[config.mk]
export PLATFORM = sky130hd
export DESIGN_NAME = regwin_ctrl
export DESIGN_NICKNAME = d
export VERILOG_FILES = /design/src/rtl/regwin_pkg.sv /design/src/rtl/regwin_scan.sv /design/src/rtl/regwin_tz.sv /design/src/rtl/regwin_eval.sv /design/src/rtl/regwin_ctrl.sv
export SDC_FILE = /design/constraint.sdc
export NUM_CORES = 1
export LEC_CHECK = 0
export ABC_CLOCK_PERIOD_IN_PS = 6600
export BUFFER_PORTS_ARGS = -buffer_cell sky130_fd_sc_hd__buf_2
export CORE_MARGIN = 2
export CORE_UTILIZATION = 50
export CTS_BUF_LIST = sky130_fd_sc_hd__clkbuf_16
export DETAILED_ROUTE_END_ITERATION = 8
export PLACE_DENSITY = 0.78
export SYNTH_ARGS = -nofsm -noshare
export SYNTH_HDL_FRONTEND = slang
export SYNTH_HIERARCHICAL = 1
export SYNTH_SLANG_ARGS = --single-unit
[constraint.sdc]
create_clock -name clk -period 6.6 [get_ports clk]
set_input_delay 0.33 -clock clk [delete_from_list [all_inputs] [get_ports clk]]
set_output_delay 0.33 -clock clk [all_outputs]
set_load 0.01 [all_outputs]
[src/rtl/regwin_pkg.sv]
package regwin_pkg;

   typedef enum logic [1:0] {
      OP_IDLE   = 2'd0,
      OP_ENTRY  = 2'd1,
      OP_RETW   = 2'd2,
      OP_ALLOCA = 2'd3
   } rw_op_e;

   typedef enum logic [3:0] {
      FLT_NONE    = 4'd0,
      FLT_ILLEGAL = 4'd1,
      FLT_OVF4    = 4'd2,
      FLT_OVF8    = 4'd3,
      FLT_OVF12   = 4'd4,
      FLT_UNF4    = 4'd5,
      FLT_UNF8    = 4'd6,
      FLT_UNF12   = 4'd7,
      FLT_ALLOCA  = 4'd8
   } rw_fault_e;

endpackage

[src/rtl/regwin_scan.sv]
// Views the frame bitmap relative to the current base: upward from base+1
// (wrapping) and the three groups just below the base.
module regwin_scan #(
   parameter int NGRP = 16,
   parameter int BW   = 4
) (
   input  logic [BW-1:0]   base_i,
   input  logic [NGRP-1:0] start_i,
   output logic [NGRP-1:0] above_o,
   output logic [2:0]      below_o
);

   for (genvar i = 0; i < NGRP; i++) begin : g_up
      logic [BW-1:0] idx;
      assign idx        = base_i + BW'(i + 1);
      assign above_o[i] = start_i[idx];
   end

   for (genvar j = 0; j < 3; j++) begin : g_dn
      logic [BW-1:0] idx;
      assign idx        = base_i - BW'(j + 1);
      assign below_o[j] = start_i[idx];
   end

endmodule

[src/rtl/regwin_tz.sv]
// Trailing-zero counter; an all-zero vector yields W.
module regwin_tz #(
   parameter int W  = 16,
   parameter int CW = $clog2(W + 1)
) (
   input  logic [W-1:0]  vec_i,
   output logic [CW-1:0] cnt_o
);

   always_comb begin
      cnt_o = CW'(W);
      for (int k = W - 1; k >= 0; k--) begin
         if (vec_i[k]) cnt_o = CW'(k);
      end
   end

endmodule

[src/rtl/regwin_eval.sv]
// Combinational command evaluation: next base, next bitmap and result code.
module regwin_eval
   import regwin_pkg::*;
#(
   parameter int NGRP = 16,
   parameter int BW   = 4,
   parameter int CW   = 5
) (
   input  rw_op_e          op_i,
   input  logic [1:0]      callinc_i,
   input  logic [3:0]      sel_i,
   input  logic            woe_i,
   input  logic            excm_i,
   input  logic [1:0]      ret_n_i,
   input  logic [BW-1:0]   base_i,
   input  logic [NGRP-1:0] start_i,
   input  logic [NGRP-1:0] above_i,
   input  logic [2:0]      below_i,
   input  logic [CW-1:0]   tz_first_i,
   input  logic [CW-1:0]   tz_next_i,
   output logic [BW-1:0]   nxt_base_o,
   output logic [NGRP-1:0] nxt_start_o,
   output rw_fault_e       fault_o,
   output logic            save_owb_o,
   output logic            ret_ok_o
);

   logic          status_ok;
   logic [2:0]    ci_mask;
   logic [1:0]    live_m;
   logic [CW-1:0] spill_n;
   logic [BW-1:0] ent_base;
   logic [BW-1:0] ret_base;

   assign status_ok = woe_i & ~excm_i;
   assign ci_mask   = {callinc_i == 2'd3, callinc_i >= 2'd2, callinc_i != 2'd0};
   assign live_m    = below_i[0] ? 2'd1 : below_i[1] ? 2'd2 : below_i[2] ? 2'd3 : 2'd0;
   assign spill_n   = tz_first_i + CW'(1);
   assign ent_base  = base_i + BW'(callinc_i);
   assign ret_base  = base_i - BW'(ret_n_i);

   always_comb begin
      nxt_base_o  = base_i;
      nxt_start_o = start_i;
      fault_o     = FLT_NONE;
      save_owb_o  = 1'b0;
      ret_ok_o    = 1'b0;
      unique case (op_i)
         OP_ENTRY: begin
            if (sel_i > 4'd3 || !status_ok) begin
               fault_o = FLT_ILLEGAL;
            end else if (|(above_i[2:0] & ci_mask)) begin
               save_owb_o = 1'b1;
               nxt_base_o = base_i + BW'(spill_n);
               if (tz_next_i == CW'(0))      fault_o = FLT_OVF4;
               else if (tz_next_i == CW'(1)) fault_o = FLT_OVF8;
               else                          fault_o = FLT_OVF12;
            end else begin
               nxt_base_o  = ent_base;
               nxt_start_o = start_i | (NGRP'(1) << ent_base);
            end
         end
         OP_RETW: begin
            if (ret_n_i == 2'd0 || (live_m != 2'd0 && live_m != ret_n_i) || !status_ok) begin
               fault_o = FLT_ILLEGAL;
            end else begin
               ret_ok_o   = 1'b1;
               nxt_base_o = ret_base;
               if (start_i[ret_base]) begin
                  nxt_start_o = start_i & ~(NGRP'(1) << base_i);
               end else begin
                  save_owb_o = 1'b1;
                  unique case (ret_n_i)
                     2'd1:    fault_o = FLT_UNF4;
                     2'd2:    fault_o = FLT_UNF8;
                     default: fault_o = FLT_UNF12;
                  endcase
               end
            end
         end
         OP_ALLOCA: begin
            if (below_i == 3'b000) fault_o = FLT_ALLOCA;
         end
         default: ;
      endcase
   end

endmodule

[src/rtl/regwin_ctrl.sv]
module regwin_ctrl
   import regwin_pkg::*;
#(
   parameter int NUM_AREGS = 64,
   parameter int PC_W      = 32
) (
   input  logic                             clk,
   input  logic                             rst_n,
   input  logic [1:0]                       cmd_op_i,
   input  logic [1:0]                       callinc_i,
   input  logic [3:0]                       sp_sel_i,
   input  logic                             woe_i,
   input  logic                             excm_i,
   input  logic [PC_W-1:0]                  pc_i,
   input  logic [PC_W-1:0]                  link_i,
   output logic                             done_o,
   output logic [3:0]                       fault_o,
   output logic [$clog2(NUM_AREGS/4)-1:0]   win_base_o,
   output logic [NUM_AREGS/4-1:0]           win_start_o,
   output logic [PC_W-1:0]                  ret_pc_o,
   output logic [PC_W-1:0]                  exc_pc_o,
   output logic [$clog2(NUM_AREGS/4)-1:0]   owb_o,
   output logic                             excm_set_o
);

   localparam int NGRP = NUM_AREGS / 4;
   localparam int BW   = $clog2(NGRP);
   localparam int CW   = $clog2(NGRP + 1);

   if (NUM_AREGS % 4 != 0 || NGRP < 4 || (NGRP & (NGRP - 1)) != 0) begin : g_bad_nareg
      $error("regwin_ctrl: NUM_AREGS must be four times a power of two, at least 16");
   end
   if (PC_W < 4) begin : g_bad_pcw
      $error("regwin_ctrl: PC_W too small");
   end

   rw_op_e          op;
   logic [BW-1:0]   base_q;
   logic [NGRP-1:0] start_q;
   logic [NGRP-1:0] above;
   logic [2:0]      below;
   logic [CW-1:0]   tz_first;
   logic [CW-1:0]   tz_next;
   logic [NGRP-1:0] above_shift;
   logic [BW-1:0]   nxt_base;
   logic [NGRP-1:0] nxt_start;
   rw_fault_e       nxt_fault;
   logic            save_owb;
   logic            ret_ok;

   assign op          = rw_op_e'(cmd_op_i);
   assign above_shift = above >> (tz_first + CW'(1));

   regwin_scan #(.NGRP(NGRP), .BW(BW)) u_scan (
      .base_i  (base_q),
      .start_i (start_q),
      .above_o (above),
      .below_o (below)
   );

   regwin_tz #(.W(NGRP), .CW(CW)) u_tz_first (
      .vec_i (above),
      .cnt_o (tz_first)
   );

   regwin_tz #(.W(NGRP), .CW(CW)) u_tz_next (
      .vec_i (above_shift),
      .cnt_o (tz_next)
   );

   regwin_eval #(.NGRP(NGRP), .BW(BW), .CW(CW)) u_eval (
      .op_i        (op),
      .callinc_i   (callinc_i),
      .sel_i       (sp_sel_i),
      .woe_i       (woe_i),
      .excm_i      (excm_i),
      .ret_n_i     (link_i[PC_W-1:PC_W-2]),
      .base_i      (base_q),
      .start_i     (start_q),
      .above_i     (above),
      .below_i     (below),
      .tz_first_i  (tz_first),
      .tz_next_i   (tz_next),
      .nxt_base_o  (nxt_base),
      .nxt_start_o (nxt_start),
      .fault_o     (nxt_fault),
      .save_owb_o  (save_owb),
      .ret_ok_o    (ret_ok)
   );

   always_ff @(posedge clk) begin
      if (!rst_n) begin
         base_q     <= '0;
         start_q    <= NGRP'(1);
         done_o     <= 1'b0;
         fault_o    <= FLT_NONE;
         ret_pc_o   <= '0;
         exc_pc_o   <= '0;
         owb_o      <= '0;
         excm_set_o <= 1'b0;
      end else begin
         base_q     <= nxt_base;
         start_q    <= nxt_start;
         done_o     <= (op != OP_IDLE);
         fault_o    <= nxt_fault;
         excm_set_o <= (nxt_fault != FLT_NONE);
         if (nxt_fault != FLT_NONE) exc_pc_o <= pc_i;
         if (save_owb)              owb_o    <= base_q;
         if (ret_ok)                ret_pc_o <= {pc_i[PC_W-1:PC_W-2], link_i[PC_W-3:0]};
      end
   end

   assign win_base_o  = base_q;
   assign win_start_o = start_q;

   // idle cycle changes nothing and raises no done
   p_idle_quiet_r10: assert property (@(posedge clk) disable iff (!rst_n)
      cmd_op_i == OP_IDLE |=> !done_o && $stable(win_base_o) && $stable(win_start_o));

   // illegal commands leave window state untouched
   p_illegal_hold_r2: assert property (@(posedge clk) disable iff (!rst_n)
      done_o && fault_o == FLT_ILLEGAL |-> $stable(win_base_o) && $stable(win_start_o));

   // completed entry marks the frame at the new base
   p_entry_marks_r3: assert property (@(posedge clk) disable iff (!rst_n)
      done_o && fault_o == FLT_NONE && $past(cmd_op_i) == OP_ENTRY |-> win_start_o[win_base_o]);

   // spill/refill faults save the previous base and request exception mode
   p_no_overflow_r5: assert property (@(posedge clk) disable iff (!rst_n)
      done_o && fault_o >= FLT_OVF4 && fault_o <= FLT_UNF12
      |-> excm_set_o && owb_o == $past(win_base_o));

   // an underflow leaves the bitmap as it was
   p_underflow_keep_r8: assert property (@(posedge clk) disable iff (!rst_n)
      done_o && fault_o >= FLT_UNF4 && fault_o <= FLT_UNF12 |-> $stable(win_start_o));

   // bitmap never becomes empty, return target keeps the PC region
   p_start_live_r7: assert property (@(posedge clk) disable iff (!rst_n)
      win_start_o != '0);
   p_ret_region_r7: assert property (@(posedge clk) disable iff (!rst_n)
      done_o && fault_o == FLT_NONE && $past(cmd_op_i) == OP_RETW
      |-> ret_pc_o[PC_W-1:PC_W-2] == $past(pc_i[PC_W-1:PC_W-2]));

   // alloca check never moves the window
   p_alloca_hold_r9: assert property (@(posedge clk) disable iff (!rst_n)
      cmd_op_i == OP_ALLOCA |=> $stable(win_base_o) && $stable(win_start_o));

endmodule

Word-level counts from Yosys, hierarchy flattened

Cells that the tools add are included.

Bits in registers: 94
Input bits: 76
Output and inout bits: 94
Logic and storage cells: 189

$add $sub $neg: 22
Order comparisons: 22
Eq/ne operators: 12
Shift operators: 3
Mux-type cells: 100
Bitwise logic cells: 6
Reduce and logical (&&, ||, !) cells: 16

Operators by type and width:

| operator                                            | number |
|---|---|
| 2-to-1 mux 5 bit                                    | 32 |
| < comparator 4 x 5 -> 1 bit (second input constant) | 20 |
| binary-select mux 1 bit (select 4 bit)              | 20 |
| 2-to-1 mux 16 bit                                   | 4 |
| 2-to-1 mux 4 bit                                    | 9 |
| adder 4 bit (second input constant)                 | 8 |
| case mux 16 bit (2 select lines)                    | 1 |
| left shift 1 x 4 -> 16 bit (first input constant)   | 2 |
| 2-to-1 mux 1 bit                                    | 26 |
| adder 4 x 3 -> 4 bit (second input constant)        | 4 |
| bitwise AND 16 bit                                  | 1 |
| inverter 16 bit                                     | 1 |
| OR 16 bit                                           | 1 |
| right shift 16 x 5 -> 16 bit                        | 1 |
| case mux 4 bit (3 select lines)                     | 1 |
| adder 4 x 2 -> 4 bit (second input constant)        | 2 |
| == test 2 bit (second input constant)               | 4 |
| case mux 4 bit (2 select lines)                     | 1 |
| nonzero test 2 bit                                  | 4 |
| subtractor 4 x 2 -> 4 bit (second input constant)   | 2 |
| 2-to-1 mux 2 bit                                    | 3 |
| inequality test 2 bit (second input constant)       | 3 |
| adder 5 x 1 -> 5 bit (second input constant)        | 1 |
| == test 5 x 1 -> 1 bit (second input constant)      | 1 |
| 26 further kinds                                    | 29 |

Logic depth before layout (Yosys ltp)

Gate-level depths: netlist of the first run.

Word-level depth: 43
Mapped depth: 31
Mapped depth without buffers: 26

Hierarchy

Netlist of the first run, hierarchy kept.

Modules (own cells, without submodules):

| module      | times used | cells an instance | area an instance (µm²) | seq. area each (µm²) |
|---|---|---|---|---|
| regwin_ctrl | 1          | 383               | 3987.6                 | 1881.8 |
| regwin_eval | 1          | 222               | 1481.4                 | 0.0 |
| regwin_scan | 1          | 84                | 1132.3                 | 0.0 |
| regwin_tz   | 2          | 32                | 188.9                  | 0.0 |

Worst setup path after synthesis of the first run

OpenSTA, ideal clock, no wires.

Path type: flip-flop to flip-flop
Start point: register base_q[1] (netlist: win_base_o[1])
End point: register exc_pc_o[10]
Arrival time: 7.082 ns
Slack: -0.558 ns
Stages on the path, launching flop included: 31
Path buffers: 5
Clock period less this slack: 7.158 ns
Cell sequence: dfxtp_1 > buf_2 > inv_1 > ha_1 > buf_2 > mux2i_1 > mux4_2 > mux2i_1 > nor2b_1 > nor3_1 > o311a_1 > o22ai_1 > ha_1 > buf_4 > mux4_2 > mux2i_1 > o22ai_1 > nor2_1 > o21ai_0 > nand2_1 > a31oi_1 > or4_1 > nor3b_1 > o21ai_0 > and2_1 > a311oi_1 > or4_1 > clkbuf_1 > buf_2 > nand2_1 > a21boi_0

Elaborated cells on any way between the ends: 115
Those cells by class: add/sub (20); eq/ne (2); shift (1); mux (83); bitwise (1); reduce/logical (8)

RTL lines:

| element                                    | RTL line           | RTL |
|---|---|---|
| start: declaration                         | regwin_ctrl.sv:38  | `logic [BW-1:0] base_q;` |
| start signal: assignment                   | regwin_ctrl.sv:102 | `base_q <= nxt_base;` |
| adder 4 bit (*)                            | regwin_scan.sv:15  | `assign idx = base_i + BW'(i + 1);` |
| binary-select mux 1 bit (select 4 bit) (*) | regwin_scan.sv:16  | `assign above_o[i] = start_i[idx];` |
| 2-to-1 mux 1 bit (implied by the code) (*) | regwin_scan.sv:16  |  |
| named net above[10]                        | regwin_ctrl.sv:40  | `logic [NGRP-1:0] above;` |
| 2-to-1 mux 5 bit (*) (11 in a row)         | regwin_tz.sv:13    | `if (vec_i[k]) cnt_o = CW'(k);` |
| named net tz_first[0]                      | regwin_ctrl.sv:42  | `logic [CW-1:0] tz_first;` |
| adder 5 x 1 -> 5 bit (*)                   | -                  |  |
| right shift 16 x 5 -> 16 bit (*)           | regwin_ctrl.sv:52  | `assign above_shift = above >> (tz_first + CW'(1));` |
| named net above_shift[2]                   | regwin_ctrl.sv:44  | `logic [NGRP-1:0] above_shift;` |
| [3 not listed]                             | -                  |  |
| named net tz_next[1]                       | regwin_ctrl.sv:43  | `logic [CW-1:0] tz_next;` |
| == test 5 x 1 -> 1 bit                     | regwin_eval.sv:56  | `else if (tz_next_i == CW'(1)) fault_o = FLT_OVF8;` |
| 2-to-1 mux 3 bit                           | regwin_eval.sv:56  |  |
| 2-to-1 mux 4 bit (*)                       | regwin_eval.sv:55  | `if (tz_next_i == CW'(0)) fault_o = FLT_OVF4;` |
| 2-to-1 mux 4 bit (*)                       | regwin_eval.sv:52  | `end else if (\|(above_i[2:0] & ci_mask)) begin` |
| 2-to-1 mux 4 bit (*)                       | regwin_eval.sv:50  | `if (sel_i > 4'd3 \|\| !status_ok) begin` |
| case mux 4 bit (3 select lines) (*)        | regwin_eval.sv:48  | `unique case (op_i)` |
| named net nxt_fault[0]                     | regwin_ctrl.sv:47  | `rw_fault_e nxt_fault;` |
| nonzero test 4 bit (*)                     | regwin_ctrl.sv:107 | `if (nxt_fault != FLT_NONE) exc_pc_o <= pc_i;` |
| end signal: assignment                     | regwin_ctrl.sv:107 |  |
| end: declaration                           | regwin_ctrl.sv:21  | `output logic [PC_W-1:0] exc_pc_o,` |

Mark *: on every way through the listed nets, which the timed path passes. The rest lies on a longest branch. The select of a mux whose other input is x is not followed.
A chain may end at the register's enable or synchronous reset.

Worst setup path after layout of the first run

Start point: register base_q[1] (netlist: win_base_o[1])
End point: register exc_pc_o[14]

Elaborated cells on any way between the ends: 115
Those cells by class: add/sub (20); eq/ne (2); shift (1); mux (83); bitwise (1); reduce/logical (8)

RTL lines:

| element                                    | RTL line |
|---|---|
| adder 4 bit (*)                            | regwin_scan.sv:15 |
| binary-select mux 1 bit (select 4 bit) (*) | regwin_scan.sv:16 |
| 2-to-1 mux 1 bit (implied by the code) (*) | regwin_scan.sv:16 |
| named net above[14]                        | regwin_ctrl.sv:40 |
| 2-to-1 mux 5 bit (*) (15 in a row)         | regwin_tz.sv:13 |
| named net tz_first[1]                      | regwin_ctrl.sv:42 |
| adder 5 x 1 -> 5 bit (*)                   | - |
| right shift 16 x 5 -> 16 bit (*)           | regwin_ctrl.sv:52 |
| named net above_shift[0]                   | regwin_ctrl.sv:44 |
| [1 not listed]                             | - |
| named net tz_next[3]                       | regwin_ctrl.sv:43 |
| == test 5 x 1 -> 1 bit                     | regwin_eval.sv:56 |
| 2-to-1 mux 3 bit                           | regwin_eval.sv:56 |
| 2-to-1 mux 4 bit (*)                       | regwin_eval.sv:55 |
| 2-to-1 mux 4 bit (*)                       | regwin_eval.sv:52 |
| 2-to-1 mux 4 bit (*)                       | regwin_eval.sv:50 |
| case mux 4 bit (3 select lines) (*)        | regwin_eval.sv:48 |
| named net nxt_fault[0]                     | regwin_ctrl.sv:47 |
| nonzero test 4 bit (*)                     | regwin_ctrl.sv:107 |

Marks and branches as above.

==> impl_metrics.toml, run 1 <==
[run_status]
outcome = "finished clean"

[timing]
tns_ns = 0
worstMarginPinSlew_ns = 1.07
timing.hold.ws_ns = 0.235
drv_slew = 0
timing.final.crit_period_ns = 6.28
final_min_period_over_clock_period = 0.951
upper_clock_frequency_limit_mhz = 159
finalSetupViolations = 0
timing.max_slew.rel_slack = 0.284
skew_ns = 0.00635
timing.final.hold_violations = 0

[clock_tree]
clk_pin_slew_ns = 0.07
cts_inserted_buffers = 9
cts-hold-fix-buffers = 0
tritoncts_clock_tree = "built"
ctsRootBufferMaster = "clkbuf_16"
cts_max_level = 3
max_buffers_root_to_sink = 2
clkLatencyLatePin_ns = 0.34
cts.sink_count = 94

[routing]
routed_wirelength_um = 18700
routedWlPerCell_um = 17.0
drt_pre_antenna_iters = 6
met2RoutedLength_um = 9150
drc_errors = 0
final_antenna_net_count = 0
met1Wirelength_um = 7850
detailedRoute.firstIterationViolations = 373
drt-vias-per-instance = 5.85
route.met3.wl_um = 1150
routed-via-count = 6427
route.top_layer_used = "met4"

[power]
power.ir.vdd_worst_mv = 0.218
power_density_mw_per_mm2 = 188
power.leakage_nw = 3.57

[worst_setup_path]
worstPathMaxFanout = 32
cp_slowest_cell = "mux4_2"
worstSetupEndpointType = "flop"
crit_path_required_time_ns = 6.86
reg2reg_slack_ns = 0.32
worstPathArrival_ns = 6.54
critical_path.startpoint_type = "flop"
path_common_cell = "buf_4"
timing.setup.critical_path_class = "flop to flop"
worst_path_largest_cell_delay_ns = 0.52

[flow_run]
drv_cap = 0

[die]
floorplan.io_pins = 170
dieArea_mm2 = 0.0149
row_count = 43
start_util = 0.507
chip_width_um = 122
design.core.area_mm2 = 0.0138
die_y_um = 122

[placement]
detailed_place.area_mm2 = 0.00804
detailed_place_hpwl_um = 13500
place.gp.congestion = 0.916
place_inst = 1079
numPortBuffers = 167

[global_routing]
via_count_of_the_first_global_routing_pass = 6059
globalRouteTotalUtil = 0.247
grt_pass1_wl_um = 29800
maximum_number_of_pins_on_one_net_before_global_route_repair = 49
grt-ovfl-total = 0
antenna_found_initial = 0

[finish]
utilization = 0.614
final_net_count = 1013
drive_gt1_frac = 0.309
n_fill_cell = 1230
stdcell_count = 1098
fin_area_mm2 = 0.00846
seqCellArea_mm2 = 0.00189
flow.area_growth_from_synthesis_pct = 21.2
diodes = 0
combined_area_of_the_multi_input_logic_cells_mm2 = 0.00485

[synth]
synth-seq-cells = 94
synthesis.area_per_instance_um2 = 9.27
synth_edf_count = 0
postSynth.asyncResetShare = 0
synth.yosys.seq_area_share = 0.270
mappedNetlistArea_mm2 = 0.00698
postSynthNetCount = 852
post_synth_num_cell_types = 67
postSynthCellCount = 753
yosys_warnings = 6
flip_flop_cell_with_the_highest_count_after_synthesis = "dfxtp_1"

[hold_path]
holdCritPathClass = "input pin to flop"
final timing paths:
check | startpoint | end | depth (start not counted)
max | win_base_o[1]$_SDFF_PN0_ | exc_pc_o[14]$_SDFFE_PN0P_ | 30
max reg2reg | win_base_o[1]$_SDFF_PN0_ | exc_pc_o[14]$_SDFFE_PN0P_ | 30
min | pc_i[18] | exc_pc_o[18]$_SDFFE_PN0P_ | 3
min reg2reg | exc_pc_o[5]$_SDFFE_PN0P_ | exc_pc_o[5]$_SDFFE_PN0P_ | 2
worst max-delay path: cells and delay by family, from the launching register on:
kind / cells / cell delay [ns]
compound gates: 7 / 1.08
fa+ha+maj: 2 / 0.51
buf+inv: 7 / 1.31
flops: 1 / 0.34
mux: 5 / 1.60
simple gates: 9 / 1.32
Yosys cell counts, types with 5 or more instances:
| cell type | count | area, µm² |
|---|---|---|
| a21boi_0 | 29 | 218 |
| a21boi_1 | 6 | 45.0 |
| a21oi_1 | 20 | 100 |
| a22oi_1 | 6 | 45.0 |
| a31o_1 | 10 | 87.6 |
| and2_1 | 28 | 175 |
| buf_2 | 15 | 75.1 |
| buf_4 | 5 | 37.5 |
| clkbuf_1 | 24 | 90.1 |
| dfxtp_1 | 94 | 1880 |
| ha_1 | 20 | 250 |
| inv_1 | 28 | 105 |
| mux2i_1 | 79 | 791 |
| mux4_1 | 11 | 289 |
| mux4_2 | 29 | 653 |
| nand2_1 | 101 | 379 |
| nand2b_1 | 6 | 37.5 |
| nand3_1 | 9 | 45.0 |
| nand4_1 | 17 | 106 |
| nor2_1 | 39 | 146 |
| nor2b_1 | 43 | 269 |
| nor3_1 | 12 | 60.1 |
| nor4_2 | 5 | 62.6 |
| o211ai_1 | 7 | 52.6 |
| o21ai_0 | 18 | 90.1 |
| o22ai_1 | 5 | 31.3 |
| o32ai_1 | 5 | 43.8 |
| xnor2_1 | 8 | 70.1 |
| xor2_1 | 7 | 61.3 |
cell usage in the layout, fill, tap and decap left out, types with 11 or more instances in the layout:
cell      count
a21boi_0     29
a21oi_1      20
and2_1       28
buf_2       167
buf_4        28
dfxtp_1      92
ha_1         19
inv_1        28
mux2i_1      75
mux4_1       11
mux4_2       29
nand2_1     101
nand4_1      17
nor2_1       38
nor2b_1      43
nor3_1       12
o21ai_0      18
layer usage:
layer  vias up  track usage
met5         -            0
met4         0       0.0912
met3        40       0.0473
met2       252        0.404
met1      3077        0.324
li1       3058            -
metrics by stage:
| step | power [mW] | worst slack, ns |
|---|---|---|
| 2_1_floorplan | 0.932 | 0.0113 |
| 5_1_grt | 1.67 | -0.0804 |
| 3_3_place_gp | 1.03 | 0.146 |
| 3_5_place_dp | 1.04 | 0.0863 |
| 6_report | 1.59 | 0.322 |
| 4_1_cts | 1.56 | 0.0544 |
where the power goes:
group	total (mW)	leakage, nW	internal, mW	switching, mW
clock	0.522	0.141	0.295	0.227
sequential	0.600	0.766	0.588	0.0114
combinational	0.465	2.66	0.211	0.254
final cells by class:
class,instances,area share
Multi-Input combinational cell,582,0.573
Sequential cell,94,0.223
Timing Repair Buffer,199,0.130
Clock buffer,9,0.0266
Tap cell,180,0.0266
Inverter,28,0.0124
Clock inverter,6,0.00828
sequential cells by signal (all words and copies together) (netlist names):
| signal | cells |
|---|---|
| win_base_o | 4 |
| owb_o | 4 |
| excm_set_o | 1 |
| exc_pc_o | 32 |
| win_start_o | 16 |
| ret_pc_o | 32 |
| fault_o | 4 |
| done_o | 1 |
timing repair:
item                                    in CTS  in global routing
resized for setup                            0                 15
buffers inserted                             0                  3
endpoints found under the setup margin       0                 33
kinds of logic after synthesis:
group / count (synthesis) / share of synthesized area
simple gates: 281 / 0.211
compound gates: 137 / 0.140
mux: 123 / 0.255
flops: 94 / 0.270
buf+inv: 78 / 0.0556
fa+ha+maj: 23 / 0.0445
xor+xnor: 17 / 0.0251
Note: power is estimated with default switching activity, not from simulation.
==> run 2: changes to the inputs <==
PLACE_DENSITY = 0.81   (was 0.78)
==> run 2 against run 1 <==
Against the previous run: first-iteration DRC count increased by 45%; global-route usage increased by 0.33 points; die area unchanged; worst hold slack got worse by 0.012 ns; clock power decreased by 7.7%; sequential share of layout area decreased by 0.089 points; total power decreased by 1.1%; clock skew increased by 0.0050 ns; register-to-register slack about the same; largest power group unchanged.
==> impl_metrics.toml, run 2 (synthesis results as in run 1) <==
[timing]
finalSetupViolations = 0
timing.max_slew.rel_slack = 0.246
skew_ns = 0.0113
upper_clock_frequency_limit_mhz = 159
worstMarginPinSlew_ns = 1.12
final.setup.worst_slack_ns = 0.310
timing.final.hold_violations = 0
final_min_period_over_clock_period = 0.953
timing.final.crit_period_ns = 6.29
timing.hold.ws_ns = 0.224
drv_slew = 0

[clock_tree]
cts.sink_count = 94
clkLatencyLatePin_ns = 0.35
ctsRootBufferMaster = "clkbuf_16"
cts_max_level = 3
cts_inserted_buffers = 9
cts-hold-fix-buffers = 0
tritoncts_clock_tree = "built"
clk_pin_slew_ns = 0.07
max_buffers_root_to_sink = 2

[worst_setup_path]
r2r_cells = 27
worstSetupEndpointType = "flop"
crit-reg2reg-launch = "win_base_o[1]$_SDFF_PN0_"
path_common_cell = "nand2_1"
worstPathMaxFanout = 32
timing.setup.critical_path_class = "flop to flop"
cpLargestDelayFamily = "multiplexers"
r2r-end = "exc_pc_o[25]$_SDFFE_PN0P_"
crit_path_required_time_ns = 6.83
worst_path_largest_cell_delay_ns = 0.67
worstPathArrival_ns = 6.52
cp_slowest_cell = "mux4_1"
critical_path.startpoint_type = "flop"
critical_path.startpoint = "win_base_o[1]$_SDFF_PN0_"
reg2reg_slack_ns = 0.31
buf_inv_stages_crit_path = 5

[finish]
final_net_count = 1019
flow.area_growth_from_synthesis_pct = 21.7
n_fill_cell = 1215
stdcell_count = 1105
utilization = 0.617
diodes = 0
drive_gt1_frac = 0.315
layout.cells.most_common_list = "168 x buf_2, 101 x nand2_1, 92 x dfxtp_1"
fin_area_mm2 = 0.00849
final_common_cell = "buf_2"

[hold_path]
holdCritPathClass = "input pin to flop"
whs_endpoint = "exc_pc_o[6]$_SDFFE_PN0P_"
timing.hold.worst_path_depth = 3
hold_path.startpoint = "pc_i[6]"

[power]
power.ir.vdd_worst_mv = 0.187
power_density_mw_per_mm2 = 185
power.leakage_nw = 3.59

[run_status]
outcome = "finished clean"

[global_routing]
grt_pass1_wl_um = 30100
via_count_of_the_first_global_routing_pass = 6184
globalRouteTotalUtil = 0.250
grt-ovfl-total = 0
maximum_number_of_pins_on_one_net_before_global_route_repair = 51
antenna_found_initial = 0

[placement]
numPortBuffers = 167
place_inst = 1080
dp_worst_setup_slack_ns = 0.0549
place.gp.congestion = 0.871
detailed_place.area_mm2 = 0.00805
detailed_place_hpwl_um = 13700

[routing]
detailedRoute.firstIterationViolations = 539
routedWlPerCell_um = 17.2
drc_errors = 0
final_antenna_net_count = 0
drt_pre_antenna_iters = 6
routed-via-count = 6496
routed_wirelength_um = 19100
drt-vias-per-instance = 5.88

[die]
row_count = 43
design.core.area_mm2 = 0.0138
die_y_um = 122
floorplan.io_pins = 170
start_util = 0.507
chip_width_um = 122
dieArea_mm2 = 0.0149

[flow_run]
drv_cap = 0
run 2: changes by cell type in the layout (fill, tap and decap cells not counted), sizes merged:
cell | previous run | this run
clkbuf | 10 | 9
buf | 198 | 206
clkinvlp | 1 | 3
xor2 | 10 | 9
bufinv | 1 | 0
run 2: worst register-to-register path, delay by kind of cell (launching register included):
family | cells | cell delay [ns]
flops | 1 | 0.34
mux | 4 | 1.73
fa+ha+maj | 2 | 0.54
compound gates | 7 | 1.02
buf+inv | 5 | 0.86
simple gates | 9 | 1.69
run 2: how the worst max path moves through the flow:
stage	cells after the start	slack [ns]	endpoint
after floorplan	30	0.01	exc_pc_o[10]$_SDFFE_PN0P_
after global placement	23	0.18	exc_pc_o[7]$_SDFFE_PN0P_
after detailed placement	23	0.05	exc_pc_o[25]$_SDFFE_PN0P_
after CTS	23	0.03	exc_pc_o[25]$_SDFFE_PN0P_
after global routing	29	-0.02	exc_pc_o[21]$_SDFFE_PN0P_
final	27	0.31	exc_pc_o[25]$_SDFFE_PN0P_
run 2: per-layer routing:
metal  up-vias  share of wire  track usage
met1      3086           0.40        0.319
li1       3063              -            -
met4         0          0.027       0.0955
met2       291           0.50        0.414
met5         -              0            0
met3        56          0.076       0.0548
run 2: where the power goes:
| part | internal (mW) | switching (mW) |
|---|---|---|
| logic | 0.225 | 0.261 |
| clock network | 0.256 | 0.226 |
| registers | 0.588 | 0.0112 |
run 2: stage by stage:
step | TNS, ns | total power [mW]
CTS | 0 | 1.52
detailed placement | 0 | 1.04
floorplan | 0 | 0.932
global placement | 0 | 1.03
global route | -0.0308 | 1.64
finish | 0 | 1.57
run 2: final cells by class:
class | instances | area (µm²) | area share
clock buffer | 9 | 225 | 0.0265
clock inverter | 7 | 50.0 | 0.00589
inverter | 28 | 105 | 0.0124
multi-input combinational | 581 | 4850 | 0.572
sequential | 94 | 1890 | 0.222
tap | 180 | 225 | 0.0265
timing repair buffer | 206 | 1150 | 0.135
run 2: what timing repair did:
action                                  in CTS  in global routing
endpoints found under the setup margin       0                 34
buffers inserted                             0                  9
resized for setup                            0                 18
hold endpoints to repair                     0                  0
